<file path="src/rtl/chirp_pkg.sv">
package chirp_pkg;

  // Mode word field positions; the sweep decode depends on these
  localparam int FUNC_LO      = 22;
  localparam int LIN_BIT      = 14;
  localparam int NODWELL_BIT  = 15;
  localparam logic [1:0] SWEEP_FUNC = 2'd2;

  // Register addresses
  localparam logic [2:0] A_MODE  = 3'd0;
  localparam logic [2:0] A_START = 3'd1;
  localparam logic [2:0] A_STOP  = 3'd2;
  localparam logic [2:0] A_RDLT  = 3'd3;
  localparam logic [2:0] A_FDLT  = 3'd4;
  localparam logic [2:0] A_RRATE = 3'd5;
  localparam logic [2:0] A_FRATE = 3'd6;

  typedef struct packed {
    logic loadStart;
    logic stepUp;
    logic stepDown;
  } strobe_t;

  typedef enum logic [1:0] {
    ST_IDLE = 2'd0,
    ST_RISE = 2'd1,
    ST_TOP  = 2'd2,
    ST_FALL = 2'd3
  } sweep_state_e;

endpackage

</file>
<file path="src/rtl/chirp_cfg.sv">
module chirp_cfg
  import chirp_pkg::*;
#(
  parameter int DATA_W = 32,
  parameter int RATE_W = 16
) (
  input  logic              clk,
  input  logic              rst,
  input  logic              we,
  input  logic [2:0]        addr,
  input  logic [DATA_W-1:0] wdata,
  output logic              sweepOn,
  output logic              noDwell,
  output logic [DATA_W-1:0] startW,
  output logic [DATA_W-1:0] stopW,
  output logic [DATA_W-1:0] riseDelta,
  output logic [DATA_W-1:0] fallDelta,
  output logic [RATE_W-1:0] riseRate,
  output logic [RATE_W-1:0] fallRate
);

  logic [1:0] funcField;
  logic       linEn;

  always_ff @(posedge clk) begin
    if (rst) begin
      funcField <= '0;
      linEn     <= 1'b0;
      noDwell   <= 1'b0;
      startW    <= '0;
      stopW     <= '0;
      riseDelta <= '0;
      fallDelta <= '0;
      riseRate  <= '0;
      fallRate  <= '0;
    end else if (we) begin
      case (addr)
        A_MODE: begin
          funcField <= wdata[FUNC_LO+1:FUNC_LO];
          linEn     <= wdata[LIN_BIT];
          noDwell   <= wdata[NODWELL_BIT];
        end
        A_START: startW    <= wdata;
        A_STOP:  stopW     <= wdata;
        A_RDLT:  riseDelta <= wdata;
        A_FDLT:  fallDelta <= wdata;
        A_RRATE: riseRate  <= wdata[RATE_W-1:0];
        A_FRATE: fallRate  <= wdata[RATE_W-1:0];
        default: ;
      endcase
    end
  end

  assign sweepOn = (funcField == SWEEP_FUNC) && linEn;

endmodule

</file>
<file path="src/rtl/chirp_ctrl.sv">
module chirp_ctrl
  import chirp_pkg::*;
#(
  parameter int RATE_W   = 16,
  parameter int SYNC_DIV = 4
) (
  input  logic              clk,
  input  logic              rst,
  input  logic              sweepOn,
  input  logic              noDwell,
  input  logic              profile,
  input  logic [RATE_W-1:0] riseRate,
  input  logic [RATE_W-1:0] fallRate,
  input  logic              upReach,
  input  logic              downReach,
  output strobe_t           str
);

  localparam int PRE_W = (SYNC_DIV > 1) ? $clog2(SYNC_DIV) : 1;
  localparam logic [PRE_W-1:0] PRE_LAST = PRE_W'(SYNC_DIV - 1);
  localparam logic [RATE_W-1:0] ONE = RATE_W'(1);

  sweep_state_e     state;
  logic [PRE_W-1:0] pre;
  logic [RATE_W-1:0] cnt;
  logic             profPrev;
  logic             tick;
  logic             profRise;
  logic             cntDone;
  logic [RATE_W-1:0] riseEff;
  logic [RATE_W-1:0] fallEff;

  assign tick     = (pre == PRE_LAST);
  assign profRise = profile && !profPrev;
  assign cntDone  = (cnt == ONE);
  assign riseEff  = (riseRate == '0) ? ONE : riseRate;
  assign fallEff  = (fallRate == '0) ? ONE : fallRate;

  always_ff @(posedge clk) begin
    if (rst) begin
      state    <= ST_IDLE;
      pre      <= '0;
      cnt      <= ONE;
      profPrev <= 1'b0;
    end else begin
      pre      <= tick ? '0 : pre + 1'b1;
      profPrev <= profile;
      case (state)
        ST_IDLE: begin
          if (sweepOn && profRise) begin
            state <= ST_RISE;
            cnt   <= riseEff;
          end
        end
        ST_RISE: begin
          if (!sweepOn) state <= ST_IDLE;
          else if (tick) begin
            if (cntDone) begin
              cnt <= riseEff;
              if (upReach) state <= noDwell ? ST_IDLE : ST_TOP;
            end else cnt <= cnt - 1'b1;
          end
        end
        ST_TOP: begin
          if (!sweepOn) state <= ST_IDLE;
          else if (!profile) begin
            state <= ST_FALL;
            cnt   <= fallEff;
          end
        end
        ST_FALL: begin
          if (!sweepOn) state <= ST_IDLE;
          else if (tick) begin
            if (cntDone) begin
              cnt <= fallEff;
              if (downReach) state <= ST_IDLE;
            end else cnt <= cnt - 1'b1;
          end
        end
        default: state <= ST_IDLE;
      endcase
    end
  end

  always_comb begin
    str.loadStart = (state == ST_IDLE);
    str.stepUp    = (state == ST_RISE) && sweepOn && tick && cntDone;
    str.stepDown  = (state == ST_FALL) && sweepOn && tick && cntDone;
  end


  sweep_off_chk: assert property (@(posedge clk) disable iff (rst)
    !sweepOn |=> state == ST_IDLE);


  cnt_nonzero_chk: assert property (@(posedge clk) disable iff (rst)
    cnt != '0);


  top_hold_chk: assert property (@(posedge clk) disable iff (rst)
    (state == ST_TOP && profile && sweepOn) |=> state == ST_TOP);

endmodule

</file>
<file path="src/rtl/chirp_dp.sv">
module chirp_dp
  import chirp_pkg::*;
#(
  parameter int TW_W = 32
) (
  input  logic            clk,
  input  logic            rst,
  input  strobe_t         str,
  input  logic [TW_W-1:0] startW,
  input  logic [TW_W-1:0] stopW,
  input  logic [TW_W-1:0] riseDelta,
  input  logic [TW_W-1:0] fallDelta,
  output logic [TW_W-1:0] word,
  output logic [TW_W-1:0] phase,
  output logic            upReach,
  output logic            downReach
);

  logic [TW_W:0]   upSum;
  logic [TW_W-1:0] downDiff;
  logic            chkArmed;

  assign upSum     = {1'b0, word} + {1'b0, riseDelta};
  assign downDiff  = word - fallDelta;
  assign upReach   = upSum[TW_W] || (upSum[TW_W-1:0] >= stopW);
  assign downReach = (word < fallDelta) || (downDiff <= startW);

  always_ff @(posedge clk) begin
    if (rst) begin
      word     <= '0;
      phase    <= '0;
      chkArmed <= 1'b0;
    end else begin
      phase    <= phase + word;
      chkArmed <= 1'b1;
      if (str.loadStart)     word <= startW;
      else if (str.stepUp)   word <= upReach ? stopW : upSum[TW_W-1:0];
      else if (str.stepDown) word <= downReach ? startW : downDiff;
    end
  end


  phase_step_chk: assert property (@(posedge clk) disable iff (rst)
    chkArmed |-> phase == $past(phase) + $past(word));


  idle_load_chk: assert property (@(posedge clk) disable iff (rst)
    str.loadStart |=> word == $past(startW));


  rise_bound_chk: assert property (@(posedge clk) disable iff (rst)
    str.stepUp |=> (word == $past(stopW)) || (word > $past(word)));

endmodule

</file>
<file path="src/rtl/chirp_synth.sv">
module chirp_synth
  import chirp_pkg::*;
#(
  parameter int TW_W     = 32,
  parameter int RATE_W   = 16,
  parameter int SYNC_DIV = 4
) (
  input  logic            clk,
  input  logic            rst,
  input  logic            cfgWe,
  input  logic [2:0]      cfgAddr,
  input  logic [TW_W-1:0] cfgData,
  input  logic            profile,
  output logic [TW_W-1:0] tuneWord,
  output logic [TW_W-1:0] phase
);

  logic              sweepOn, noDwell, upReach, downReach;
  logic [TW_W-1:0]   startW, stopW, riseDelta, fallDelta;
  logic [RATE_W-1:0] riseRate, fallRate;
  strobe_t           str;

  chirp_cfg #(.DATA_W(TW_W), .RATE_W(RATE_W)) cfg_i (
    .clk(clk), .rst(rst), .we(cfgWe), .addr(cfgAddr), .wdata(cfgData),
    .sweepOn(sweepOn), .noDwell(noDwell), .startW(startW), .stopW(stopW),
    .riseDelta(riseDelta), .fallDelta(fallDelta),
    .riseRate(riseRate), .fallRate(fallRate)
  );

  chirp_ctrl #(.RATE_W(RATE_W), .SYNC_DIV(SYNC_DIV)) ctrl_i (
    .clk(clk), .rst(rst), .sweepOn(sweepOn), .noDwell(noDwell),
    .profile(profile), .riseRate(riseRate), .fallRate(fallRate),
    .upReach(upReach), .downReach(downReach), .str(str)
  );

  chirp_dp #(.TW_W(TW_W)) dp_i (
    .clk(clk), .rst(rst), .str(str), .startW(startW), .stopW(stopW),
    .riseDelta(riseDelta), .fallDelta(fallDelta), .word(tuneWord),
    .phase(phase), .upReach(upReach), .downReach(downReach)
  );

endmodule

</file>
<file path="config.mk">
export PLATFORM = sky130hd
export DESIGN_NAME = chirp_synth
export DESIGN_NICKNAME = d
export VERILOG_FILES = /design/src/rtl/chirp_pkg.sv /design/src/rtl/chirp_cfg.sv /design/src/rtl/chirp_ctrl.sv /design/src/rtl/chirp_dp.sv /design/src/rtl/chirp_synth.sv
export SDC_FILE = /design/constraint.sdc
export NUM_CORES = 1
export LEC_CHECK = 0
export ABC_AREA = 0
export CAP_MARGIN = 10
export CORE_MARGIN = 10
export CORE_UTILIZATION = 40
export CTS_BUF_LIST = sky130_fd_sc_hd__clkbuf_2
export DETAILED_ROUTE_END_ITERATION = 8
export PLACE_DENSITY = 0.6
export SYNTH_ARGS = -nofsm -noshare
export SYNTH_HDL_FRONTEND = slang
export SYNTH_HIERARCHICAL = 1
export SYNTH_SLANG_ARGS = --single-unit
</file>
<file path="constraint.sdc">
create_clock -name clk -period 7.84 [get_ports clk]
set_input_delay 1.96 -clock clk [delete_from_list [all_inputs] [get_ports clk]]
set_output_delay 1.96 -clock clk [all_outputs]
set_load 0.05 [all_outputs]
</file>
* Yosys cells after proc, flatten, opt, wreduce, memory -nomap -nowiden *
Index checks and enable logic that the tools add are counted.

storage, ports and cells
  register bits = 249
  bits of input ports = 39
  output and inout bits = 64
  logic and storage cells = 106

operators by class
  add/sub/neg operators = 5
  order comparisons = 3
  equality and inequality tests = 26
  mux-type cells = 30
  reductions and logical operators = 27

operators by type and width
  kind                   number
  $mux 16                11
  $mux 32                5
  $pmux 16 s4            1
  $add 32x32->33         1
  $add 32x32->32         1
  $ge 32x32->1           1
  $le 32x32->1           1
  $logic_not 16->1       2
  $lt 32x32->1           1
  $sub 32x32->32         1
  $mux 2                 12
  $eq 16x1->1 const B    1
  $sub 16x1->16 const B  1
  $ne 3x3->1 const B     5
  $reduce_and 2->1       7
  $ne 2x1->1 const B     5
  $eq 3x3->1 const B     3
  $logic_and 1x1->1      9
  $eq 2x2->1 const B     4
  $pmux 2 s4             1
  $reduce_and 8->1       1
  $reduce_and 7->1       1
  $eq 3x2->1 const B     2
  $ne 3x2->1 const B     2
  10 further kinds       12

* Logic depth before layout (Yosys ltp) *
  word-level depth = 8
  mapped depth = 25
  gate-level depth less buffers = 24

* Modules after synthesis *
The synthesis kept the hierarchy.

modules (own cells, without submodules)
  module      times used  cells each  area an instance (um^2)  seq. area each (um^2)
  chirp_dp    1           1,234       9,424.0                  1,281.2
  chirp_cfg   1           577         6,468.7                  3,283.1
  chirp_ctrl  1           210         1,644.1                  420.4

* Worst setup path before layout *
No wires, ideal clock.

  path kind = register to register
  from = register dp_i.word[1]
  to = register ctrl_i.state[1]
  setup time = 0.074 ns
  data arrival time = 4.797 ns
  data required time = 7.766 ns
  setup slack = 2.969 ns
  cell stages (with the launch flop) = 23
  cells stage by stage = dfxtp_1 ha_1 a21oi_1 o211ai_2 a22oi_2 a31oi_2 o211ai_2 a31oi_2 or4b_1 nand3_2 ha_1 a21o_1 a21o_1 a211oi_1 o2111ai_1 a221oi_2 o21ai_2 buf_4 buf_2 o21ai_0 a32oi_1 nand2b_1 a31oi_1

between the ends
  word-level cells in the longest chain between the ends = 5
  elaborated cells on any way between the ends = 10
  classes of those cells = 2 x add/sub; 3 x order compare; 2 x eq/ne; 3 x reduce/logical

RTL lines
  what                          line               RTL
  start, declared               chirp_dp.sv:13     output logic [TW_W-1:0] word,
  start signal, assigned        chirp_dp.sv:36     if (str.loadStart) word <= startW;
  start signal, assigned        chirp_dp.sv:37     else if (str.stepUp) word <= upReach ? stopW : upSum[TW_W-1:0];
  start signal, assigned        chirp_dp.sv:38     else if (str.stepDown) word <= downReach ? startW : downDiff;
  $add 32x32->33 *              chirp_dp.sv:23     assign upSum = {1'b0, word} + {1'b0, riseDelta};
  $ge 32x32->1                  chirp_dp.sv:25     assign upReach = upSum[TW_W] || (upSum[TW_W-1:0] >= stopW);
  $logic_or 1x1->1 *            chirp_dp.sv:25
  via upReach                   chirp_synth.sv:18  logic sweepOn, noDwell, upReach, downReach;
  $ne 3x2->1 (no line) *        n/a
  $reduce_and 8->1 (no line) *  n/a
  end signal, assigned          chirp_ctrl.sv:60   if (upReach) state <= noDwell ? ST_IDLE : ST_TOP;
  end, declared                 chirp_ctrl.sv:23   sweep_state_e state;

The timed path passes the listed nets; every way through them passes the cells marked *.
A chain may end at the register's enable or synchronous reset.

* Worst setup path after layout *
  from = register dp_i.word[1]
  to = register dp_i.word[14]

between the ends
  elaborated cells on any way between the ends = 12
  classes of those cells = 2 x add/sub; 3 x order compare; 5 x mux; 2 x reduce/logical

RTL lines
  what                    line
  $add 32x32->33 *        chirp_dp.sv:23
  $ge 32x32->1            chirp_dp.sv:25
  $logic_or 1x1->1 *      chirp_dp.sv:25
  via upReach             chirp_synth.sv:18
  $mux 32 * (2 in a row)  chirp_dp.sv:37
  $mux 32 *               chirp_dp.sv:36

The timed path passes the listed nets; every way through them passes the cells marked *. The select of a mux whose other input is x is not followed.

==> impl_summary.log <==
[metrics] average footprint of a synthesized cell: about 8.7 um^2
[metrics] pwr/cell area: 424 nW/um^2
[metrics] TritonRoute pass-1 iters: 6
[metrics] xor and xnor fraction of the mapped netlist area: 0.0379
[metrics] Hold Buf Count CTS: 0
[metrics] post-route insts no fill: 2757
[metrics] count of routing violations after the opening detailed-route iteration: roughly 1200
[metrics] Die Span X: around 230 um
[metrics] core area: 43200 um^2
[metrics] Worst-Margin Slew: 1.13 ns
[metrics] buffers added on ports: 102
[metrics] post-route clock skew: 0.122 ns
[metrics] count of pins over their slew limit: 0
[metrics] type of element launching the critical path: flop
[metrics] Max transition margin: 0.242
[metrics] max capacitance violation total: 0
[metrics] number of distinct library cells after synthesis: around 110
[metrics] worst-case vdd ir drop: between 200 and 300 uV
[metrics] vias in the first global route: 15300
[metrics] total detailed-routing wirelength: 56.0 mm
[metrics] post-synthesis instance area: 17500 um^2
[metrics] Min Hold Slack: 0.445 ns
[metrics] clock transition time at the flip-flop clock pins of the worst setup and hold paths: 0.10 ns
[metrics] maximum number of pins on one net before global-route repair: 179
[metrics] detailed placement HPWL: 41.5 mm
[metrics] largest driver fanout on the critical path: 23
[metrics] number of buffers created by CTS: 76
[metrics] overall track demand over capacity in global routing: 0.207
[metrics] Max Fclk: 164 MHz
[metrics] overall die area: 52600 um^2
[metrics] sequential area share after synthesis: 0.284
[metrics] Root Driver: sky130_fd_sc_hd__clkbuf_2
[metrics] status: complete, no violations
[metrics] main combinational cell family by area after synthesis: compound AO/OA/AOI/OAI gates
[metrics] number of placed I/O pins: 103
[metrics] TritonCTS sink count: 249
[metrics] GR Overflow Total: 0
[metrics] via count of the routed design: 15500
[metrics] CP arrival: 7.02 ns
[metrics] final count of hold timing violations: 0
[metrics] count of flip-flops with a built-in enable after synthesis: 0
[metrics] Net Count, Synth: 2225
[metrics] average routed wire per standard cell: 20.3 um
[metrics] cell count after placement: 2625
[metrics] share of synthesized registers carrying an async set or reset: 0
[metrics] setup repair after global routing missed its margin: no
[metrics] Area growth, synth to finish: 12.3%
[metrics] Die Y-Extent: 229 um
[metrics] mux cell area share after synthesis: 0.116
[metrics] portion of the clock cycle consumed by the worst path in the final layout: 0.776
[metrics] clock latency on the worst-skew pair: 1.04 ns
[metrics] post-route minimum period: between 6 and 7 ns
[metrics] Core Rows: 76
[metrics] first-pass GRT wire length: 86.9 mm
[metrics] type of the setup path with the least slack: reg -> reg
[metrics] final antenna-violating net count: 0
[metrics] total of endpoints with negative setup slack in the final report: 0
[metrics] antenna violations before repair: 2
[metrics] via count normalized by instance count: 5.62
[metrics] Worst setup EP type: flop
[metrics] routability cong.: between 0.9 and 1
[metrics] post-synthesis sequential element count: 249
[metrics] initial core utilization: 0.406
[metrics] # H-tree levels: 3
[metrics] share of layout cells above drive strength 1: 0.0867
[metrics] CTS tree: done
[metrics] Max Buffers Root-to-Sink: 3
[metrics] YS warnings: 6
[metrics] post-CTS setup-driven buffer insertion count: 0
[metrics] accumulated negative setup slack: 0 ns
[metrics] Cells after Synth: 2021
[metrics] Compound-Gate Fraction of Synth Area: 0.197
[metrics] class of the tightest hold or removal check: reg -> reg
[metrics] post-synthesis adder-cell area fraction: 0.119
[metrics] net count of the finished layout: 2322
[metrics] fill cell total of the finished layout: about 4300
[metrics] endpoint required time on the critical path: 8.78 ns
[metrics] cts repair resizes: 0
[metrics] DRC violations left: 0
[metrics] static leakage: 8.71 nW
[metrics] prevailing post-synth register cell: sky130_fd_sc_hd__dfxtp_1
[metrics] simple logic cell fraction of the synthesized area: 0.189
logic make-up after synthesis:
group                    after synthesis
AO/OA/AOI/OAI                        500
adder cells (fa/ha/maj)              165
AND/OR/NAND/NOR                      593
flip-flops                           249
XOR/XNOR                              75
buffers and inverters                237
multiplexers                         202
cell usage after synthesis (6+ instances only):
cell type / number / area, um^2
sky130_fd_sc_hd__nor3b_1: 7 / 52.6
sky130_fd_sc_hd__buf_1: 7 / 26.3
sky130_fd_sc_hd__mux2_1: 7 / 78.8
sky130_fd_sc_hd__clkbuf_1: 51 / 191
sky130_fd_sc_hd__a21oi_1: 128 / 641
sky130_fd_sc_hd__o21ai_0: 71 / 355
sky130_fd_sc_hd__a21oi_2: 6 / 52.6
sky130_fd_sc_hd__or3_1: 8 / 50.1
sky130_fd_sc_hd__nand4_1: 17 / 106
sky130_fd_sc_hd__nand2_1: 96 / 360
sky130_fd_sc_hd__buf_2: 25 / 125
sky130_fd_sc_hd__a211oi_1: 13 / 97.6
sky130_fd_sc_hd__o21a_1: 22 / 165
sky130_fd_sc_hd__o31ai_1: 7 / 52.6
sky130_fd_sc_hd__a221oi_1: 7 / 61.3
sky130_fd_sc_hd__nand2b_1: 210 / 1310
sky130_fd_sc_hd__nor2b_1: 12 / 75.1
sky130_fd_sc_hd__o21bai_1: 10 / 75.1
sky130_fd_sc_hd__inv_1: 136 / 510
sky130_fd_sc_hd__dfxtp_1: 249 / 4980
sky130_fd_sc_hd__mux2i_1: 190 / 1900
sky130_fd_sc_hd__o32ai_1: 9 / 78.8
sky130_fd_sc_hd__o21ai_1: 24 / 120
sky130_fd_sc_hd__xnor2_1: 46 / 403
sky130_fd_sc_hd__buf_4: 8 / 60.1
sky130_fd_sc_hd__and4_1: 7 / 61.3
sky130_fd_sc_hd__a31oi_1: 25 / 156
sky130_fd_sc_hd__nor3_1: 28 / 140
sky130_fd_sc_hd__nor4_1: 12 / 75.1
sky130_fd_sc_hd__a21o_1: 48 / 360
sky130_fd_sc_hd__a211o_1: 10 / 87.6
sky130_fd_sc_hd__and3_1: 8 / 50.1
sky130_fd_sc_hd__a22oi_1: 23 / 173
sky130_fd_sc_hd__ha_1: 162 / 2030
sky130_fd_sc_hd__xor2_1: 28 / 245
sky130_fd_sc_hd__nand3_1: 25 / 125
sky130_fd_sc_hd__o211ai_1: 14 / 105
sky130_fd_sc_hd__a221o_1: 6 / 60.1
sky130_fd_sc_hd__nor2_1: 108 / 405
sky130_fd_sc_hd__and2_1: 12 / 75.1
sequential cells by signal, summed over array words and instances (netlist names):
signal	flops
cfg_i/fallDelta	32
cfg_i/riseDelta	32
cfg_i/startW	32
cfg_i/stopW	32
dp_i/phase	32
dp_i/word	32
cfg_i/fallRate	16
cfg_i/riseRate	16
ctrl_i/cnt	16
cfg_i/funcField	2
ctrl_i/pre	2
ctrl_i/state	2
cfg_i/linEn	1
cfg_i/noDwell	1
ctrl_i/profPrev	1
layout make-up:
type | count | area (um^2) | share of cell area
diodes | 3 | 7.51 | 0.000381
multi-input cells | 1535 | 11600 | 0.589
inverters | 139 | 522 | 0.0265
flip-flops and latches | 249 | 4980 | 0.253
clock inverters | 29 | 201 | 0.0102
repair buffers | 117 | 1150 | 0.0583
clock buffers | 100 | 500 | 0.0254
well taps | 585 | 732 | 0.0372
final timing paths:
path | from | end | slack, ns | cells past startpoint
max | dp_i/word[1] | dp_i/word[14] | 1.76 | 20
min | ctrl_i/pre[0] | ctrl_i/pre[0] | 0.44 | 1
max reg2reg | dp_i/word[1] | dp_i/word[14] | 1.76 | 20
min reg2reg | ctrl_i/pre[0] | ctrl_i/pre[0] | 0.44 | 1
metal layers:
metal	share of wire	routed length (um)	track usage	vias up
met4	0.022	1260	0.0643	0
met3	0.063	3510	0.0468	90
li1	-	-	-	7503
met2	0.45	25100	0.328	447
met1	0.47	26000	0.273	7467
met5	0	0	0	-
metrics by stage:
step	util	total power, mW	setup WS [ns]	instance area [um^2]
6_report	0.456	8.35	1.76	19700
5_1_grt	0.456	8.94	1.53	19700
4_1_cts	0.456	8.32	1.83	19700
3_5_place_dp	0.440	7.19	1.84	19000
3_3_place_gp	0.440	7.12	1.95	19000
2_1_floorplan	-	5.73	2.97	17500
critical path, stage by stage (launching register included):
cell and delay [ns]:
sky130_fd_sc_hd__dfxtp_1 0.60, sky130_fd_sc_hd__ha_1 0.32, sky130_fd_sc_hd__a21oi_1 0.28, sky130_fd_sc_hd__o211ai_2 0.15
sky130_fd_sc_hd__a22oi_2 0.28, sky130_fd_sc_hd__a31oi_2 0.23, sky130_fd_sc_hd__o211ai_2 0.29, sky130_fd_sc_hd__a31oi_2 0.16
sky130_fd_sc_hd__or4b_1 0.51, sky130_fd_sc_hd__nand3_2 0.14, sky130_fd_sc_hd__ha_1 0.25, sky130_fd_sc_hd__a21o_1 0.16
sky130_fd_sc_hd__a21o_1 0.18, sky130_fd_sc_hd__a211oi_1 0.28, sky130_fd_sc_hd__o2111ai_1 0.26, sky130_fd_sc_hd__a221oi_2 0.42
sky130_fd_sc_hd__o21ai_4 0.35, sky130_fd_sc_hd__inv_2 0.36, sky130_fd_sc_hd__mux2i_1 0.35, sky130_fd_sc_hd__a211oi_1 0.12
sky130_fd_sc_hd__a221o_1 0.28
layout by cell type (no fill, tap or decap), drive strengths merged, types with 7 or more instances in the layout:
cell	n
nand2	96
ha	162
xnor2	47
nand3	26
nor3	32
nor3b	7
nor4	14
nand2b	210
o21bai	11
clkinv	25
dfxtp	249
a211o	10
o21a	23
clkbuf	100
o21ai	97
mux2	12
mux2i	190
and2	12
nor2b	12
or3	8
buf	16
o31ai	9
nor2	108
nand4	18
o32ai	9
and4	7
xor2	28
and3	8
clkdlybuf4s50	101
o211ai	17
a21oi	136
a21o	48
a211oi	17
a22oi	25
inv	139
a221oi	9
a31oi	28
report_power, final:
group	internal [mW]	switching, mW	leakage (nW)
registers	1.39	0.204	2.02
clock network	0.448	0.631	0.512
logic	2.17	3.51	6.18
total	4.01	4.34	8.71
Power figures use the tool's default switching activity.
